===== config.mk =====
export PLATFORM = sky130hd
export DESIGN_NAME = flash_cmd_seq
export DESIGN_NICKNAME = d
export VERILOG_FILES = /design/src/rtl/fcs_pkg.sv /design/src/rtl/fcs_ctrl.sv /design/src/rtl/fcs_dp.sv /design/src/rtl/flash_cmd_seq.sv
export SDC_FILE = /design/constraint.sdc
export NUM_CORES = 1
export LEC_CHECK = 0
export BUFFER_PORTS_ARGS = -buffer_cell sky130_fd_sc_hd__buf_2
export CORE_ASPECT_RATIO = 1.4
export CORE_MARGIN = 5
export CORE_UTILIZATION = 55
export CTS_CLUSTER_DIAMETER = 150
export DETAILED_ROUTE_END_ITERATION = 12
export MAX_ROUTING_LAYER = met4
export PLACE_DENSITY = 0.76
export SYNTH_ARGS = -nofsm -noshare
export SYNTH_HDL_FRONTEND = slang
export SYNTH_SLANG_ARGS = --single-unit
export TNS_END_PERCENT = 30

===== constraint.sdc =====
create_clock -name clk -period 2 [get_ports clk]
set_clock_uncertainty 0.2 [all_clocks]
set_input_delay 0.2 -clock clk [delete_from_list [all_inputs] [get_ports clk]]
set_output_delay 0.2 -clock clk [all_outputs]
set_load 0.05 [all_outputs]

===== src/rtl/fcs_pkg.sv =====
package fcs_pkg;

  typedef enum logic [2:0] {
    ST_READ,
    ST_UNLK1,
    ST_UNLK2,
    ST_STD_PGM,
    ST_BYP,
    ST_BYP_PGM,
    ST_BYP_RST,
    ST_BUSY
  } seqState_t;

  typedef struct packed {
    logic startPgm;
  } ctlStrobes_t;

  localparam int unsigned ADDR_UNLK_A = 32'h555;
  localparam int unsigned ADDR_UNLK_B = 32'h2AA;

  localparam int unsigned CMD_UNLK_A  = 32'hAA;
  localparam int unsigned CMD_UNLK_B  = 32'h55;
  localparam int unsigned CMD_PROGRAM = 32'hA0;
  localparam int unsigned CMD_FASTON  = 32'h20;
  localparam int unsigned CMD_FASTX1  = 32'h90;
  localparam int unsigned CMD_FASTX2  = 32'h00;
  localparam int unsigned CMD_ABANDON = 32'hF0;

endpackage


===== src/rtl/fcs_ctrl.sv =====
module fcs_ctrl
  import fcs_pkg::*;
#(
  parameter int ADDR_W = 12,
  parameter int DATA_W = 8
) (
  input  logic              clk,
  input  logic              rstN,
  input  logic              wrEn,
  input  logic [ADDR_W-1:0] wrAddr,
  input  logic [DATA_W-1:0] wrData,
  input  logic              accel,
  input  logic              pgmDone,
  output ctlStrobes_t       strobes,
  output logic              busy,
  output logic              bypassMode
);

  localparam logic [ADDR_W-1:0] A_UNLK_A = ADDR_W'(ADDR_UNLK_A);
  localparam logic [ADDR_W-1:0] A_UNLK_B = ADDR_W'(ADDR_UNLK_B);

  seqState_t state, stateNext;
  logic      retBypass, retBypassNext;

  logic isUnlkA, isUnlkB, isPgm, isFastOn, isFastX1, isFastX2;
  logic atA, atB;

  always_comb begin
    isUnlkA  = (wrData == DATA_W'(CMD_UNLK_A));
    isUnlkB  = (wrData == DATA_W'(CMD_UNLK_B));
    isPgm    = (wrData == DATA_W'(CMD_PROGRAM));
    isFastOn = (wrData == DATA_W'(CMD_FASTON));
    isFastX1 = (wrData == DATA_W'(CMD_FASTX1));
    isFastX2 = (wrData == DATA_W'(CMD_FASTX2));
    atA      = (wrAddr == A_UNLK_A);
    atB      = (wrAddr == A_UNLK_B);
  end

  always_comb begin
    stateNext        = state;
    retBypassNext    = retBypass;
    strobes.startPgm = 1'b0;
    case (state)
      ST_READ: begin
        if (accel)                      stateNext = ST_BYP;
        else if (wrEn && isUnlkA && atA) stateNext = ST_UNLK1;
      end
      ST_UNLK1: begin
        if (accel)                      stateNext = ST_BYP;
        else if (wrEn) begin
          if (isUnlkB && atB) stateNext = ST_UNLK2;
          else                stateNext = ST_READ;
        end
      end
      ST_UNLK2: begin
        if (accel)                      stateNext = ST_BYP;
        else if (wrEn) begin
          if (isPgm && atA)         stateNext = ST_STD_PGM;
          else if (isFastOn && atA) stateNext = ST_BYP;
          else                      stateNext = ST_READ;
        end
      end
      ST_STD_PGM: begin
        if (accel)                      stateNext = ST_BYP;
        else if (wrEn) begin
          strobes.startPgm = 1'b1;
          retBypassNext    = 1'b0;
          stateNext        = ST_BUSY;
        end
      end
      ST_BYP: begin
        if (wrEn) begin
          if (isPgm)         stateNext = ST_BYP_PGM;
          else if (isFastX1) stateNext = ST_BYP_RST;
        end
      end
      ST_BYP_PGM: begin
        if (wrEn) begin
          strobes.startPgm = 1'b1;
          retBypassNext    = 1'b1;
          stateNext        = ST_BUSY;
        end
      end
      ST_BYP_RST: begin
        if (wrEn) begin
          if (isFastX2 && !accel) stateNext = ST_READ;
          else                    stateNext = ST_BYP;
        end
      end
      ST_BUSY: begin
        if (pgmDone) stateNext = (retBypass || accel) ? ST_BYP : ST_READ;
      end
      default: stateNext = ST_READ;
    endcase
  end

  always_ff @(posedge clk or negedge rstN) begin
    if (!rstN) begin
      state     <= ST_READ;
      retBypass <= 1'b0;
    end else begin
      state     <= stateNext;
      retBypass <= retBypassNext;
    end
  end

  always_comb begin
    busy       = (state == ST_BUSY);
    bypassMode = (state == ST_BYP) || (state == ST_BYP_PGM) ||
                 (state == ST_BYP_RST) || ((state == ST_BUSY) && retBypass);
  end

endmodule


===== src/rtl/fcs_dp.sv =====
module fcs_dp
  import fcs_pkg::*;
#(
  parameter int MEM_AW     = 4,
  parameter int DATA_W     = 8,
  parameter int PGM_CYCLES = 5
) (
  input  logic              clk,
  input  logic              rstN,
  input  ctlStrobes_t       strobes,
  input  logic [MEM_AW-1:0] wrIdx,
  input  logic [DATA_W-1:0] wrData,
  input  logic [MEM_AW-1:0] rdAddr,
  output logic [DATA_W-1:0] rdData,
  output logic              pgmDone
);

  localparam int DEPTH = 1 << MEM_AW;
  localparam int CNT_W = $clog2(PGM_CYCLES + 1);

  logic [CNT_W-1:0]  cnt;
  logic [MEM_AW-1:0] latchIdx;
  logic [DATA_W-1:0] latchData;
  logic [DATA_W-1:0] words [DEPTH];

  always_ff @(posedge clk or negedge rstN) begin
    if (!rstN)                 cnt <= '0;
    else if (strobes.startPgm) cnt <= CNT_W'(PGM_CYCLES);
    else if (cnt != '0)        cnt <= cnt - 1'b1;
  end

  always_ff @(posedge clk) begin
    if (strobes.startPgm) begin
      latchIdx  <= wrIdx;
      latchData <= wrData;
    end
  end

  assign pgmDone = (cnt == CNT_W'(1));

  for (genvar g = 0; g < DEPTH; g++) begin : gWord
    initial words[g] = '1;
    always_ff @(posedge clk) begin
      if (pgmDone && (latchIdx == MEM_AW'(g)))
        words[g] <= words[g] & latchData;
    end
  end

  assign rdData = words[rdAddr];

endmodule


===== src/rtl/flash_cmd_seq.sv =====
module flash_cmd_seq
  import fcs_pkg::*;
#(
  parameter int ADDR_W     = 12,
  parameter int DATA_W     = 8,
  parameter int MEM_AW     = 4,
  parameter int PGM_CYCLES = 5
) (
  input  logic              clk,
  input  logic              rstN,
  input  logic              wrEn,
  input  logic [ADDR_W-1:0] wrAddr,
  input  logic [DATA_W-1:0] wrData,
  input  logic              accel,
  input  logic [MEM_AW-1:0] rdAddr,
  output logic [DATA_W-1:0] rdData,
  output logic              busy,
  output logic              bypassMode
);

  ctlStrobes_t strobes;
  logic        pgmDone;

  fcs_ctrl #(.ADDR_W(ADDR_W), .DATA_W(DATA_W)) u_ctrl (
    .clk(clk), .rstN(rstN), .wrEn(wrEn), .wrAddr(wrAddr), .wrData(wrData),
    .accel(accel), .pgmDone(pgmDone), .strobes(strobes),
    .busy(busy), .bypassMode(bypassMode)
  );

  fcs_dp #(.MEM_AW(MEM_AW), .DATA_W(DATA_W), .PGM_CYCLES(PGM_CYCLES)) u_dp (
    .clk(clk), .rstN(rstN), .strobes(strobes), .wrIdx(wrAddr[MEM_AW-1:0]),
    .wrData(wrData), .rdAddr(rdAddr), .rdData(rdData), .pgmDone(pgmDone)
  );

endmodule


==> After elaboration in Yosys (flattened, before gate mapping) <==
Memories as Yosys holds them, arrays and structs flattened.
Index checks and enable logic that the tools add are counted.
{ "word_totals": {"reg_bits": 19, "mem_bits_rw": 128, "output_inout_bits": 10, "n_memories": 1} }
{ "memory_table": {"columns": ["name", "words", "width", "read_ports", "rd_clocked_by_memory_dff", "wr", "line_no", "rtl"], "rows": [
  ["u_dp.words", 16, 8, 17, 0, 1, "fcs_dp.sv:24", "logic [DATA_W-1:0] words [DEPTH];"]
]} }
{ "classes": {"addsub": 1, "n_eq_ne": 40, "n_mux": 105, "bitwise": 16, "reduce_logical": 51} }
{ "op_table": {"columns": ["cell", "n"], "rows": [
  ["$and 8x8->8", 16],
  ["$mux 8", 15],
  ["$reduce_or 8->1", 15],
  ["$mux 4", 15],
  ["$mux 3", 19],
  ["$mux 1", 52],
  ["$eq 4x4->1 const B", 8],
  ["$eq 8x8->1 const B", 3],
  ["$pmux 3 s8", 1],
  ["$logic_and 1x1->1", 23],
  ["$eq 4x3->1 const B", 4],
  ["$eq 12x10->1 const B", 1],
  ["$eq 12x11->1 const B", 1],
  ["$eq 3x3->1 const B", 4],
  ["$ne 2x2->1 const B", 5],
  ["$eq 4x2->1 const B", 2],
  ["$eq 8x6->1 const B", 1],
  ["$eq 8x7->1 const B", 1],
  ["$logic_not 8->1", 1],
  ["$reduce_and 7->1", 1],
  ["$eq 3x1->1 const B", 2],
  ["$eq 3x2->1 const B", 2],
  ["$ne 3x3->1 const B", 2],
  ["$eq 4x1->1 const B", 1],
  ["13 further kinds", 18]
]} }

==> Depth between registers and ports, before layout <==
Gate-level depths: netlist (run 1).
{ "depth": {"depth_word": 20, "depth_mapped": 7} }

==> Modules after synthesis <==
Synthesis (run 1) repeated with hierarchy kept, for this count alone.
{ "hier_totals": {"cells_unflattened": 467, "hier_area_um2": 6982.9} }
{ "by_module_without_submodules": {"columns": ["mod", "n_inst", "cells_each", "area_per_inst_um2"], "rows": [
  ["fcs_dp", 1, 386, 6354.8],
  ["fcs_ctrl", 1, 81, 628.1]
]} }

==> Worst setup path after synthesis (run 1) <==
OpenSTA, ideal clock, no wires.
{ "synth_timing": {"path_kind": "register to register", "start": "register u_dp.cnt[1]", "end": "memory u_dp.words[0][0] (enable)", "setup_ps": 383, "arrival_time_ps": 1634, "t_required_ps": 1417, "slack_ps": -217, "stages_incl_launch_ff": 6, "n_path_buf": 0, "synth_period_minus_slack_ps": 2217, "cell_sequence": "dfrtp_1 -> inv_1 -> ha_1 -> nand2b_1 -> or3_1 -> nor3_1"} }
{ "synth_between": {"elab_chain_cells": 20, "word_cells_on_any_way": 94, "cone_classes": "1 x eq/ne; 62 x mux; 31 x reduce/logical"} }
{ "synth_rtl": {"columns": ["element", "line_no", "rtl"], "rows": [
  ["start: declaration", "fcs_dp.sv:21", "logic [CNT_W-1:0] cnt;"],
  ["start signal: assignment", "fcs_dp.sv:28", "else if (strobes.startPgm) cnt <= CNT_W'(PGM_CYCLES);"],
  ["start signal: assignment", "fcs_dp.sv:29", "else if (cnt != '0) cnt <= cnt - 1'b1;"],
  ["$eq 3x1->1 *", "fcs_dp.sv:39", "assign pgmDone = (cnt == CNT_W'(1));"],
  ["$logic_and 1x1->1", "fcs_dp.sv:44", "if (pgmDone && (latchIdx == MEM_AW'(g)))"],
  ["$mux 1", "fcs_dp.sv:44", null],
  ["$mux 1 (not written as such)", "fcs_dp.sv:45", "words[g] <= words[g] & latchData;"],
  ["$reduce_or 8->1 (no source line)", null, null],
  ["$mux 4 (no source line) or $mux 1 (tied branches) (15 in series)", null, null],
  ["end: declaration", "fcs_dp.sv:24", null]
]} }
Mark *: on every way between the ends. The rest lies on a longest branch, timed or not.

==> impl_metrics.json, run 1 <==
{
  "hold_start": "wrAddr[8]",
  "synth_fp_nets": 487,
  "static-leakage-power_nw": 2.994,
  "placed_area_um2": 7594,
  "synth_edf_count": 140,
  "clk_pin_slew_ns": 0.06,
  "dieWidth_um": 105.1,
  "routabilityCongestion": 0.9043,
  "grt_pass1_vias": 4391,
  "stdcell_area_um2": 8459,
  "pwr-share-clk_pct": 41.4,
  "wirelength_mm": 15.15,
  "end_kind": "output pin",
  "final_antenna_net_count": 0,
  "firstDrtPassIters": 4,
  "area_growth_pct": 21.54,
  "ir_worst_vdd_uv": 514.7,
  "p_sw_mw": 1.709,
  "path_depth": 3,
  "drv_slew": 0,
  "cts_num_sinks": 147,
  "core_area_um2": 12370,
  "synthesis.instances": 456,
  "ys_types": 39,
  "r2r_start": "u_dp.cnt[1]",
  "cts_tree": "built",
  "critical_path_buf_inv_count": 1,
  "max-slew-margin-rel_pct": 67.25,
  "start_util_pct": 56.26,
  "path_common_cell": "mux4_2",
  "max_stage_delay_ns": 0.51,
  "met2_usage_pct": 37.43,
  "crit_family": "multiplexers",
  "async_flop_share_pct": 4.762,
  "htreeDepth": 4,
  "cp.arrival_ns": 1.99,
  "hold_end": "u_ctrl.state[1]",
  "max_freq_mhz": 419.0,
  "reg2reg_slack_ns": 0.03,
  "setup-tns-final_ns": -2.988,
  "rows": 48,
  "die_y_um": 143.1,
  "cts_buffer_depth": 2,
  "critPathKind": "register to output pin",
  "synthFlopType": "edfxtp_1",
  "antenna_found_initial": 0,
  "status": "finished, violations left",
  "power_switching_share_pct": 23.09,
  "gr-total-overflow": 0,
  "finalWorstSetupSlack_ns": -0.3868,
  "cap_violations": 0,
  "fin_crit_ns": 2.387,
  "worst_pin_slew_ns": 0.4846,
  "grt_pass1_wl_mm": 24.01,
  "yosys_warnings": 0,
  "vias": 4220,
  "cp_cell_sequence": "mux4_2 -> mux4_2 -> buf_6",
  "io_buffers": 37,
  "grt_max_degree": 19,
  "syn_area_per_cell_um2": 15.26,
  "hpwl_mm": 10.44,
  "setup_viol": 8,
  "hold_depth": 4,
  "grtUsageTotal_pct": 21.70,
  "hold_ws_ns": 0.03280,
  "post-route-period-util_pct": 119.3,
  "p_comb_share_pct": 11.0,
  "viasPerCell": 5.902,
  "die-area_um2": 15040,
  "worstPathRequired_ns": 1.60,
  "syn-cell-area_um2": 6960,
  "grtUsageMet3_pct": 3.799,
  "final_cells": 715,
  "insertion_delay_ns": 0.42,
  "r2r_cells": 6,
  "post_drt_wl_per_cell_um": 21.19,
  "yosysSeqAreaShare_pct": 62.92,
  "nets": 583,
  "pin_count": 38,
  "rr_endpoint": "u_dp.words[2][2]",
  "start_kind": "register",
  "drtIter0Drc": 262,
  "dp_cells": 661,
  "total_power_mw": 7.400,
  "p_seq_share_pct": 47.6,
  "power.density_nw_per_um2": 874.7,
  "grt.busiest_layer": "met2",
  "violations": "negative setup slack",
  "drive_gt1_share_pct": 30.44,
  "worst_path_max_delay_cell": "mux4_2",
  "antenna_cells": 0,
  "clockRootBuffer": "clkbuf_16",
  "drc": 0,
  "critPathMaxFanout": 2,
  "rsz0062_at_grt": "true",
  "hold_class": "input port to register",
  "cts_buffers": 17,
  "grt_util_met1_pct": 25.63,
  "final-hold-violation-count": 0,
  "ys_ff_latch": 147,
  "p_int_mw": 5.691
}
[cell families (layout without fill, tap and decap cells)]
| family | after synthesis | after routing | synth area share [%] |
|---|---|---|---|
| DFF | 147 | 147 | 62.92 |
| adders and majority gates | 5 | 5 | 0.8270 |
| muxes | 40 | 40 | 13.70 |
| and+or+nand+nor | 211 | 211 | 17.90 |
| xor gates and xnor gates | 3 | 3 | 0.3776 |
| AOI/OAI and AO/OA | 22 | 22 | 2.067 |
| buffers and inverters | 28 | 137 | 2.211 |
[cell usage in the layout, fill, tap and decap left out, types with 4 or more instances in the layout]
| master | n |
|---|---|
| a31oi_1 | 5 |
| and2_1 | 129 |
| buf_12 | 6 |
| buf_2 | 28 |
| buf_4 | 39 |
| buf_6 | 10 |
| clkbuf_16 | 17 |
| dfrtp_1 | 4 |
| dlygate4sd3_1 | 16 |
| edfxtp_1 | 140 |
| inv_1 | 4 |
| mux4_2 | 38 |
| nand2_1 | 11 |
| nand2b_1 | 7 |
| nand3_1 | 4 |
| nor2_1 | 27 |
| nor2_2 | 4 |
| nor4bb_1 | 6 |
| o21ai_0 | 4 |
[worst register-to-register path: stages (launching register included)]
cell,delay [ns]
dfrtp_1,0.38
inv_1,0.08
ha_1,0.16
nand2b_1,0.09
or3_4,0.39
nor2_1,0.16
buf_6,0.20
[power by group through the flow]
stage          clock network [mW]  logic [mW]  registers, mW
3_3_place_gp                    0       0.714           3.58
6_report                     3.06       0.812           3.52
2_1_floorplan                   0       0.504           3.55
5_1_grt                      3.24       0.879           3.53
3_5_place_dp                    0       0.737           3.58
4_1_cts                      3.09       0.801           3.52
[Yosys cell counts, types with 2 or more instances]
library cell  count  area, um2
a211oi_1          3      22.52
a21oi_1           3      15.01
a221oi_1          2      17.52
a31oi_1           5      31.28
and2_1          129      807.0
buf_1             2      7.510
buf_2             3      15.01
buf_6             3      33.78
buf_8             2      30.03
clkbuf_1         14      52.55
dfrtp_1           7      175.2
edfxtp_1        140       4204
ha_1              3      37.54
inv_1             4      15.01
maj3_1            2      20.02
mux4_1           14      367.9
mux4_2           26      585.6
nand2_1          12      45.04
nand2b_1          7      43.79
nand3_1           5      25.02
nand4_1           2      12.51
nand4b_1          2      17.52
nor2_1           31      116.4
nor2b_1           3      18.77
nor3_1            6      30.03
nor4_1            4      25.02
nor4bb_1          6      60.06
o21ai_0           4      20.02
xnor2_1           2      17.52
[final cells by class]
class / count / area [um2]
Clock buffer: 20 / 436.7
Fill cell: 823 / 3913
Timing Repair Buffer: 101 / 848.3
Inverter: 4 / 15.01
Clock inverter: 12 / 132.6
Tap cell: 150 / 187.7
Multi-Input combinational cell: 281 / 2456
Sequential cell: 147 / 4383
[what timing repair did]
| item | CTS | global route |
|---|---|---|
| buffers inserted | 2 | 4 |
| endpoints found under the setup margin | 35 | 80 |
| resized for setup | 27 | 24 |
| pin swaps | 0 | 0 |
| hold endpoints to repair | 21 | 0 |
| hold buffers | 16 | 0 |
[stage by stage]
stage | setup WS (ns) | util (%)
final | -0.3868 | 68.38
after floorplan | -0.07991 | -
after global placement | -0.1915 | 61.38
after CTS | -0.4074 | 67.66
after detailed placement | -0.2548 | 61.38
after global routing | -0.4321 | 68.38
[layer usage]
layer | share of wire, % | routed length (um)
met5 | 0 | 0
met4 | 1.9 | 284
met3 | 4.6 | 698
met2 | 54 | 8155
met1 | 40 | 6010
[worst max-delay path by stage]
stage	from	endpoint	slack, ns
2_1_floorplan	u_dp.cnt[1]	u_dp.words[12][0]	-0.08
3_3_place_gp	rdAddr[0]	rdData[2]	-0.19
3_5_place_dp	rdAddr[0]	rdData[4]	-0.25
4_1_cts	u_dp.words[11][4]	rdData[4]	-0.41
5_1_grt	u_dp.words[1][1]	rdData[1]	-0.43
6_report	u_dp.words[11][2]	rdData[2]	-0.39
[sequential cells by signal, indices dropped and copies added (netlist names)]
register / flops
u_dp.cnt: 3
u_dp.latchIdx: 4
u_ctrl.retBypass: 1
u_dp.words: 128
u_ctrl.state: 3
u_dp.latchData: 8
(Power assumes the default switching activity.)
==> run 2, diff against run 1 <==
--- a/config.mk
+++ b/config.mk
@@ -5,14 +5,14 @@
 export SDC_FILE = /design/constraint.sdc
 export NUM_CORES = 1
 export LEC_CHECK = 0
-export BUFFER_PORTS_ARGS = -buffer_cell sky130_fd_sc_hd__buf_2
 export CORE_ASPECT_RATIO = 1.4
 export CORE_MARGIN = 5
-export CORE_UTILIZATION = 55
+export CORE_UTILIZATION = 57
 export CTS_CLUSTER_DIAMETER = 150
 export DETAILED_ROUTE_END_ITERATION = 12
+export DONT_BUFFER_PORTS = 1
 export MAX_ROUTING_LAYER = met4
-export PLACE_DENSITY = 0.76
+export PLACE_DENSITY = 0.75
 export SYNTH_ARGS = -nofsm -noshare
 export SYNTH_HDL_FRONTEND = slang
 export SYNTH_SLANG_ARGS = --single-unit
==> run 2 against run 1 <==
Compared with the run above: the run still ends with negative setup slack left; sequential power about the same; combinational power down 20%; non-clock buffer count down 45; utilization down 0.42 points; global-route usage up 1.9 points; wire length up 2.7%.
==> impl_metrics.json, run 2 (synthesis gave the netlist of run 1 again) <==
{
  "post-route-util_pct": 67.96,
  "finalWorstSetupSlack_ns": -0.3703,
  "largest_reg_flops": 128,
  "setup.worst_path.start": "u_dp.words[0][4]",
  "ir_worst_vdd_uv": 597.1,
  "hpwl_mm": 10.26,
  "violations": "negative setup slack",
  "post_drt_wl_per_cell_um": 23.31,
  "p_seq_share_pct": 47.8,
  "r2r_start": "u_dp.cnt[1]",
  "setup_viol": 8,
  "hold_depth": 3,
  "rsz0062_at_grt": "true",
  "htreeDepth": 4,
  "hold_start": "wrEn",
  "drtIter0Drc": 334,
  "insertion_delay_ns": 0.41,
  "wirelength_mm": 15.55,
  "cts_buffers": 17,
  "total_power_mw": 7.372,
  "gr-total-overflow": 0,
  "grt_max_degree": 33,
  "final-hold-violation-count": 0,
  "grtUsageTotal_pct": 23.58,
  "post-route-period-util_pct": 118.5,
  "p_sw_mw": 1.655,
  "path_common_cell": "mux4_2",
  "r2r_cells": 6,
  "hold_class": "input port to register",
  "max_stage_delay_ns": 0.65,
  "critical_path_buf_inv_count": 0,
  "grt_pass1_vias": 4230,
  "static-leakage-power_nw": 2.774,
  "vias": 4148,
  "reg2reg_slack_ns": 0.08,
  "rr_endpoint": "u_dp.words[1][7]",
  "clk_pin_slew_ns": 0.06,
  "io_buffers": 0,
  "fin_crit_ns": 2.370,
  "worstPathRequired_ns": 1.60,
  "p_int_mw": 5.717,
  "start_kind": "register",
  "antenna_found_initial": 0,
  "cts_buffer_depth": 2,
  "cp.arrival_ns": 1.97,
  "grt_pass1_wl_mm": 24.36,
  "most-common-layout-cells": "edfxtp_1, and2_1, buf_4, mux4_2, nor2_1",
  "hold_ws_ns": 0.008898,
  "drive_gt1_share_pct": 21.92,
  "hold_end": "u_ctrl.state[2]",
  "placed_area_um2": 7282,
  "p_comb_share_pct": 8.8,
  "dieWidth_um": 103.4,
  "drc": 0,
  "end_kind": "output pin",
  "pin_count": 38,
  "max-slew-margin-rel_pct": 68.23,
  "start_util_pct": 58.59,
  "clockRootBuffer": "clkbuf_16",
  "critPathMaxFanout": 2,
  "viasPerCell": 6.219,
  "cap_violations": 0,
  "cts_tree": "built",
  "die_y_um": 140.8,
  "largest_registers": "u_dp.words: 128 flops, u_dp.latchData: 8 flops, u_dp.latchIdx: 4 flops",
  "top_register": "u_dp.words",
  "core_area_um2": 11880,
  "antenna_cells": 0,
  "power.density_nw_per_um2": 913.2,
  "firstDrtPassIters": 5,
  "stdcell_area_um2": 8073,
  "crit_family": "multiplexers",
  "cts_num_sinks": 147,
  "max_freq_mhz": 421.9,
  "final_cells": 667,
  "status": "finished, violations left",
  "worst_pin_slew_ns": 0.4766,
  "final_common_cell": "edfxtp_1",
  "worst_path_max_delay_cell": "mux4_2",
  "power_switching_share_pct": 22.45,
  "routabilityCongestion": 0.8754,
  "pwr-share-clk_pct": 43.5,
  "drv_slew": 0,
  "critPathKind": "register to output pin",
  "cp_cell_sequence": "mux4_2 -> mux4_2",
  "nets": 538,
  "area_growth_pct": 15.98,
  "rows": 47,
  "die-area_um2": 14550,
  "dp_cells": 613,
  "final_antenna_net_count": 0
}
-- run 2: cell types whose count changed in the layout (fill, tap and decap cells not counted), moves of 3 or more --
cell / before / now
buf_6: 10 / 0
clkinvlp_4: 2 / 5
nor2_1: 27 / 30
buf_2: 28 / 0
nor2_2: 4 / 1
clkinv_4: 3 / 0
buf_12: 6 / 1
-- run 2: worst reg2reg max path, delay by kind of cell (launching register included) --
| kind | cells | cell delay, ns |
|---|---|---|
| adder cells (fa/ha/maj) | 1 | 0.15 |
| flip-flops | 1 | 0.37 |
| AND/OR/NAND/NOR | 3 | 0.64 |
| buffers and inverters | 2 | 0.27 |
-- run 2: worst max-delay path by stage --
stage | endpoint | cells after the start | slack (ns)
after floorplan | u_dp.words[12][0] | 5 | -0.08
after global placement | rdData[4] | 2 | 0.04
after detailed placement | rdData[4] | 2 | 0.02
after CTS | rdData[3] | 2 | -0.39
after global routing | rdData[1] | 2 | -0.41
final | rdData[4] | 2 | -0.37
-- run 2: timing repair --
action,CTS,global route
setup endpoints to repair,10,57
gates resized for setup,11,6
hold endpoints to repair,23,0
gates cloned,0,0
hold buffers,18,0
buffers inserted,1,3
-- run 2: power groups by stage --
stage	logic (mW)	registers [mW]	clock network, mW
floorplan	0.504	3.55	0
global placement	0.576	3.58	0
detailed placement	0.588	3.58	0
CTS	0.642	3.52	3.22
global route	0.704	3.53	3.37
finish	0.646	3.52	3.20
-- run 2: through the flow --
stage                     worst slack, ns  setup TNS, ns
after detailed placement          0.02243              0
after floorplan                  -0.07991         -1.556
after CTS                         -0.3893         -2.974
after global routing              -0.4075         -3.411
final                             -0.3703         -2.873
after global placement            0.04130              0
-- run 2: layout make-up --
| class | instances | area (um2) |
|---|---|---|
| tap | 147 | 183.9 |
| fill | 791 | 3806 |
| multi-input combinational | 281 | 2422 |
| clock inverter | 13 | 158.9 |
| sequential | 147 | 4382 |
| clock buffer | 19 | 432.9 |
| timing repair buffer | 56 | 478.0 |
| inverter | 4 | 15.01 |
-- run 2: layer usage --
metal	track usage, %	up-vias	routed length (um)
li1	-	1819	-
met1	29.93	2120	6176
met2	38.10	191	8192
met3	5.339	18	957
met4	6.685	0	225
met5	-	-	0
==> run 3, diff against run 2 <==
--- a/config.mk
+++ b/config.mk
@@ -5,14 +5,17 @@
 export SDC_FILE = /design/constraint.sdc
 export NUM_CORES = 1
 export LEC_CHECK = 0
+export ABC_AREA = 1
 export CORE_ASPECT_RATIO = 1.4
 export CORE_MARGIN = 5
-export CORE_UTILIZATION = 57
+export CORE_UTILIZATION = 58
+export CTS_BUF_LIST = sky130_fd_sc_hd__clkbuf_16
 export CTS_CLUSTER_DIAMETER = 150
 export DETAILED_ROUTE_END_ITERATION = 12
 export DONT_BUFFER_PORTS = 1
 export MAX_ROUTING_LAYER = met4
-export PLACE_DENSITY = 0.75
+export PLACE_DENSITY = 0.76
+export SETUP_SLACK_MARGIN = 0.02
 export SYNTH_ARGS = -nofsm -noshare
 export SYNTH_HDL_FRONTEND = slang
 export SYNTH_SLANG_ARGS = --single-unit
==> run 3 against run 2 <==
Compared with the run above: the run now ends clean; sequential share of layout area fell by 4.2 points; critical path depth rose by 5; largest cell class unchanged; power rose by 14%; critical endpoint is now rdData[1].
==> impl_metrics.json, run 3 <==
{
  "most-common-layout-cells": "inv_1, nand2_1, edfxtp_1, nand3_1, nor2_1",
  "synthesis.instances": 886,
  "grt_max_degree": 129,
  "yosys_warnings": 0,
  "p_seq_share_pct": 44.6,
  "dp_cells": 1024,
  "async_flop_share_pct": 4.762,
  "synthFlopType": "edfxtp_1",
  "routabilityCongestion": 0.8879,
  "fin_crit_ns": 1.956,
  "placed_area_um2": 7812,
  "clockRootBuffer": "clkbuf_16",
  "yosys-top-cells-area": "edfxtp_1, inv_1, nand2_1",
  "crit_family": "flip-flops",
  "largest_reg_flops": 128,
  "post_drt_wl_per_cell_um": 17.01,
  "static-leakage-power_nw": 4.359,
  "drc": 0,
  "post-place-ws_ns": 0.1391,
  "worst_pin_slew_ns": 0.9005,
  "hold_class": "input port to register",
  "top_register": "u_dp.words",
  "hpwl_mm": 11.86,
  "critPathKind": "register to output pin",
  "p_int_mw": 6.136,
  "power_switching_share_pct": 27.05,
  "synth_fp_nets": 917,
  "post-route-period-util_pct": 97.82,
  "cts_setup_buffers": 0,
  "viasPerCell": 5.356,
  "pin_count": 38,
  "end_kind": "output pin",
  "p_sw_mw": 2.276,
  "drtIter0Drc": 710,
  "final_cells": 1075,
  "firstDrtPassIters": 5,
  "cts_tree": "built",
  "die_y_um": 145.4,
  "drv_slew": 0,
  "total_power_mw": 8.412,
  "clk_pin_slew_ns": 0.06,
  "die-area_um2": 15520,
  "wirelength_mm": 18.29,
  "status": "finished, final reports clean",
  "core_area_um2": 12870,
  "synth.most_common_cell": "inv_1",
  "grtUsageTotal_pct": 24.89,
  "p_comb_share_pct": 16.7,
  "rows": 49,
  "antenna_cells": 0,
  "ys_types": 28,
  "start_kind": "register",
  "yosysTopAreaCell": "edfxtp_1",
  "cts_buffer_depth": 2,
  "cts_buffers": 17,
  "grt_pass1_vias": 5767,
  "max_stage_delay_ns": 0.35,
  "io_buffers": 0,
  "final-hold-violation-count": 0,
  "cp.arrival_ns": 1.56,
  "synth_edf_count": 140,
  "cts_num_sinks": 147,
  "drive_gt1_share_pct": 11.61,
  "finalWorstSetupSlack_ns": 0.04350,
  "pwr-share-clk_pct": 38.7,
  "nets": 940,
  "power.density_nw_per_um2": 962.2,
  "stdcell_area_um2": 8742,
  "post-route-util_pct": 67.90,
  "syn_area_per_cell_um2": 8.573,
  "start_util_pct": 59.00,
  "critPathMaxFanout": 2,
  "worstPathRequired_ns": 1.60,
  "max-slew-margin-rel_pct": 39.97,
  "synth_commonest_cells": "inv_1, nand2_1, edfxtp_1, nand3_1, nor2_1",
  "htreeDepth": 4,
  "grt_pass1_wl_mm": 28.72,
  "largest_registers": "u_dp.words: 128 flops, u_dp.latchData: 8 flops, u_dp.latchIdx: 4 flops",
  "critical_path_buf_inv_count": 2,
  "max_freq_mhz": 511.1,
  "gr-total-overflow": 0,
  "vias": 5758,
  "cap_violations": 0,
  "cp_cell_sequence": "inv_1 -> a21oi_1 -> o21ai_0 -> nand3_1 -> nand3_1 -> nand2_1 -> buf_6",
  "insertion_delay_ns": 0.41,
  "setup_viol": 0,
  "final_antenna_net_count": 0,
  "rsz0062_at_grt": "true",
  "ir_worst_vdd_uv": 992.6,
  "final_common_cell": "inv_1",
  "path_common_cell": "nand3_1",
  "dieWidth_um": 106.7,
  "antenna_found_initial": 0,
  "area_growth_pct": 15.09,
  "ys_ff_latch": 147,
  "syn-cell-area_um2": 7596,
  "yosysSeqAreaShare_pct": 57.65,
  "worst_path_max_delay_cell": "edfxtp_1",
  "synth_top_area_share_pct": 55.35
}
## run 3: cell count changes after synthesis, moves of 7 or more
cell	previous run	this run
nand2b_1	7	0
nand3_1	5	62
nand2_1	12	226
mux4_1	14	0
o21ai_0	4	34
nor2_1	31	43
mux4_2	26	0
inv_1	4	228
nor2_2	0	8
o211ai_1	1	32
and2_1	129	0
buf_2	3	20
a21oi_1	3	36
## run 3: layout make-up
| class | count | area [um2] |
|---|---|---|
| Tap cell | 153 | 191.4 |
| Clock inverter | 15 | 190.2 |
| Sequential cell | 147 | 4382 |
| Multi-Input combinational cell | 463 | 2250 |
| Clock buffer | 17 | 425.4 |
| Timing Repair Buffer | 46 | 424.2 |
| Inverter | 234 | 879.6 |
| Fill cell | 969 | 4133 |
## run 3: path summary, 6_finish.rpt
| check | from | end | slack (ns) | cells after the start |
|---|---|---|---|---|
| worst min register to register | u_ctrl.retBypass | u_ctrl.retBypass | 0.28 | 2 |
| max in group asynchronous | rstN | u_ctrl.state[0] | 0.85 | 2 |
| worst min-delay path | wrData[0] | u_ctrl.state[1] | 0.02 | 6 |
| min in group asynchronous | rstN | u_ctrl.state[1] | 0.47 | 2 |
| worst max-delay path | u_dp.words[1][1] | rdData[1] | 0.04 | 7 |
| worst max register to register | u_dp.cnt[1] | u_dp.words[1][2] | 0.16 | 8 |
## run 3: metrics by stage
step           hold slack, ns  TNS [ns]
6_report              0.02120         0
5_1_grt               0.04267  -0.08588
4_1_cts              0.002062  -0.01084
3_5_place_dp          -0.2954         0
3_3_place_gp          -0.2954         0
2_1_floorplan         -0.2956         0
## run 3: what timing repair did
item,CTS,global route
endpoints found under the setup margin,7,90
hold buffers,19,0
gates resized for setup,9,29
endpoints found under the hold margin,37,0
pin swaps,2,4
## run 3: logic make-up after synthesis
family | Yosys count | share of synthesized area (%)
buf+inv | 276 | 14.08
compound gates | 104 | 8.104
fa+ha+maj | 3 | 0.4942
flops | 147 | 57.65
xor+xnor | 1 | 0.1153
simple gates | 355 | 19.55
## run 3: power by group through the flow
stage                     registers [mW]  logic [mW]  clock network [mW]
after floorplan                     3.67        1.09                   0
after global placement              3.79        1.28                   0
after detailed placement            3.79        1.30                   0
after CTS                           3.74        1.36                3.29
after global routing                3.77        1.55                3.45
final                               3.75        1.40                3.26
## run 3: worst register-to-register path: stages (launching register included)
cell	delay (ns)
dfrtp_1	0.38
inv_2	0.07
ha_1	0.14
inv_1	0.05
nor2_2	0.06
buf_4	0.17
nand3b_1	0.16
nor2_1	0.14
buf_4	0.18
## run 3: routing by layer
layer,vias up,wire [um],track usage (%)
met5,-,0,-
met4,0,692,11.90
met3,55,1372,4.838
met2,275,9439,41.96
met1,2626,6779,28.27
li1,2802,-,-
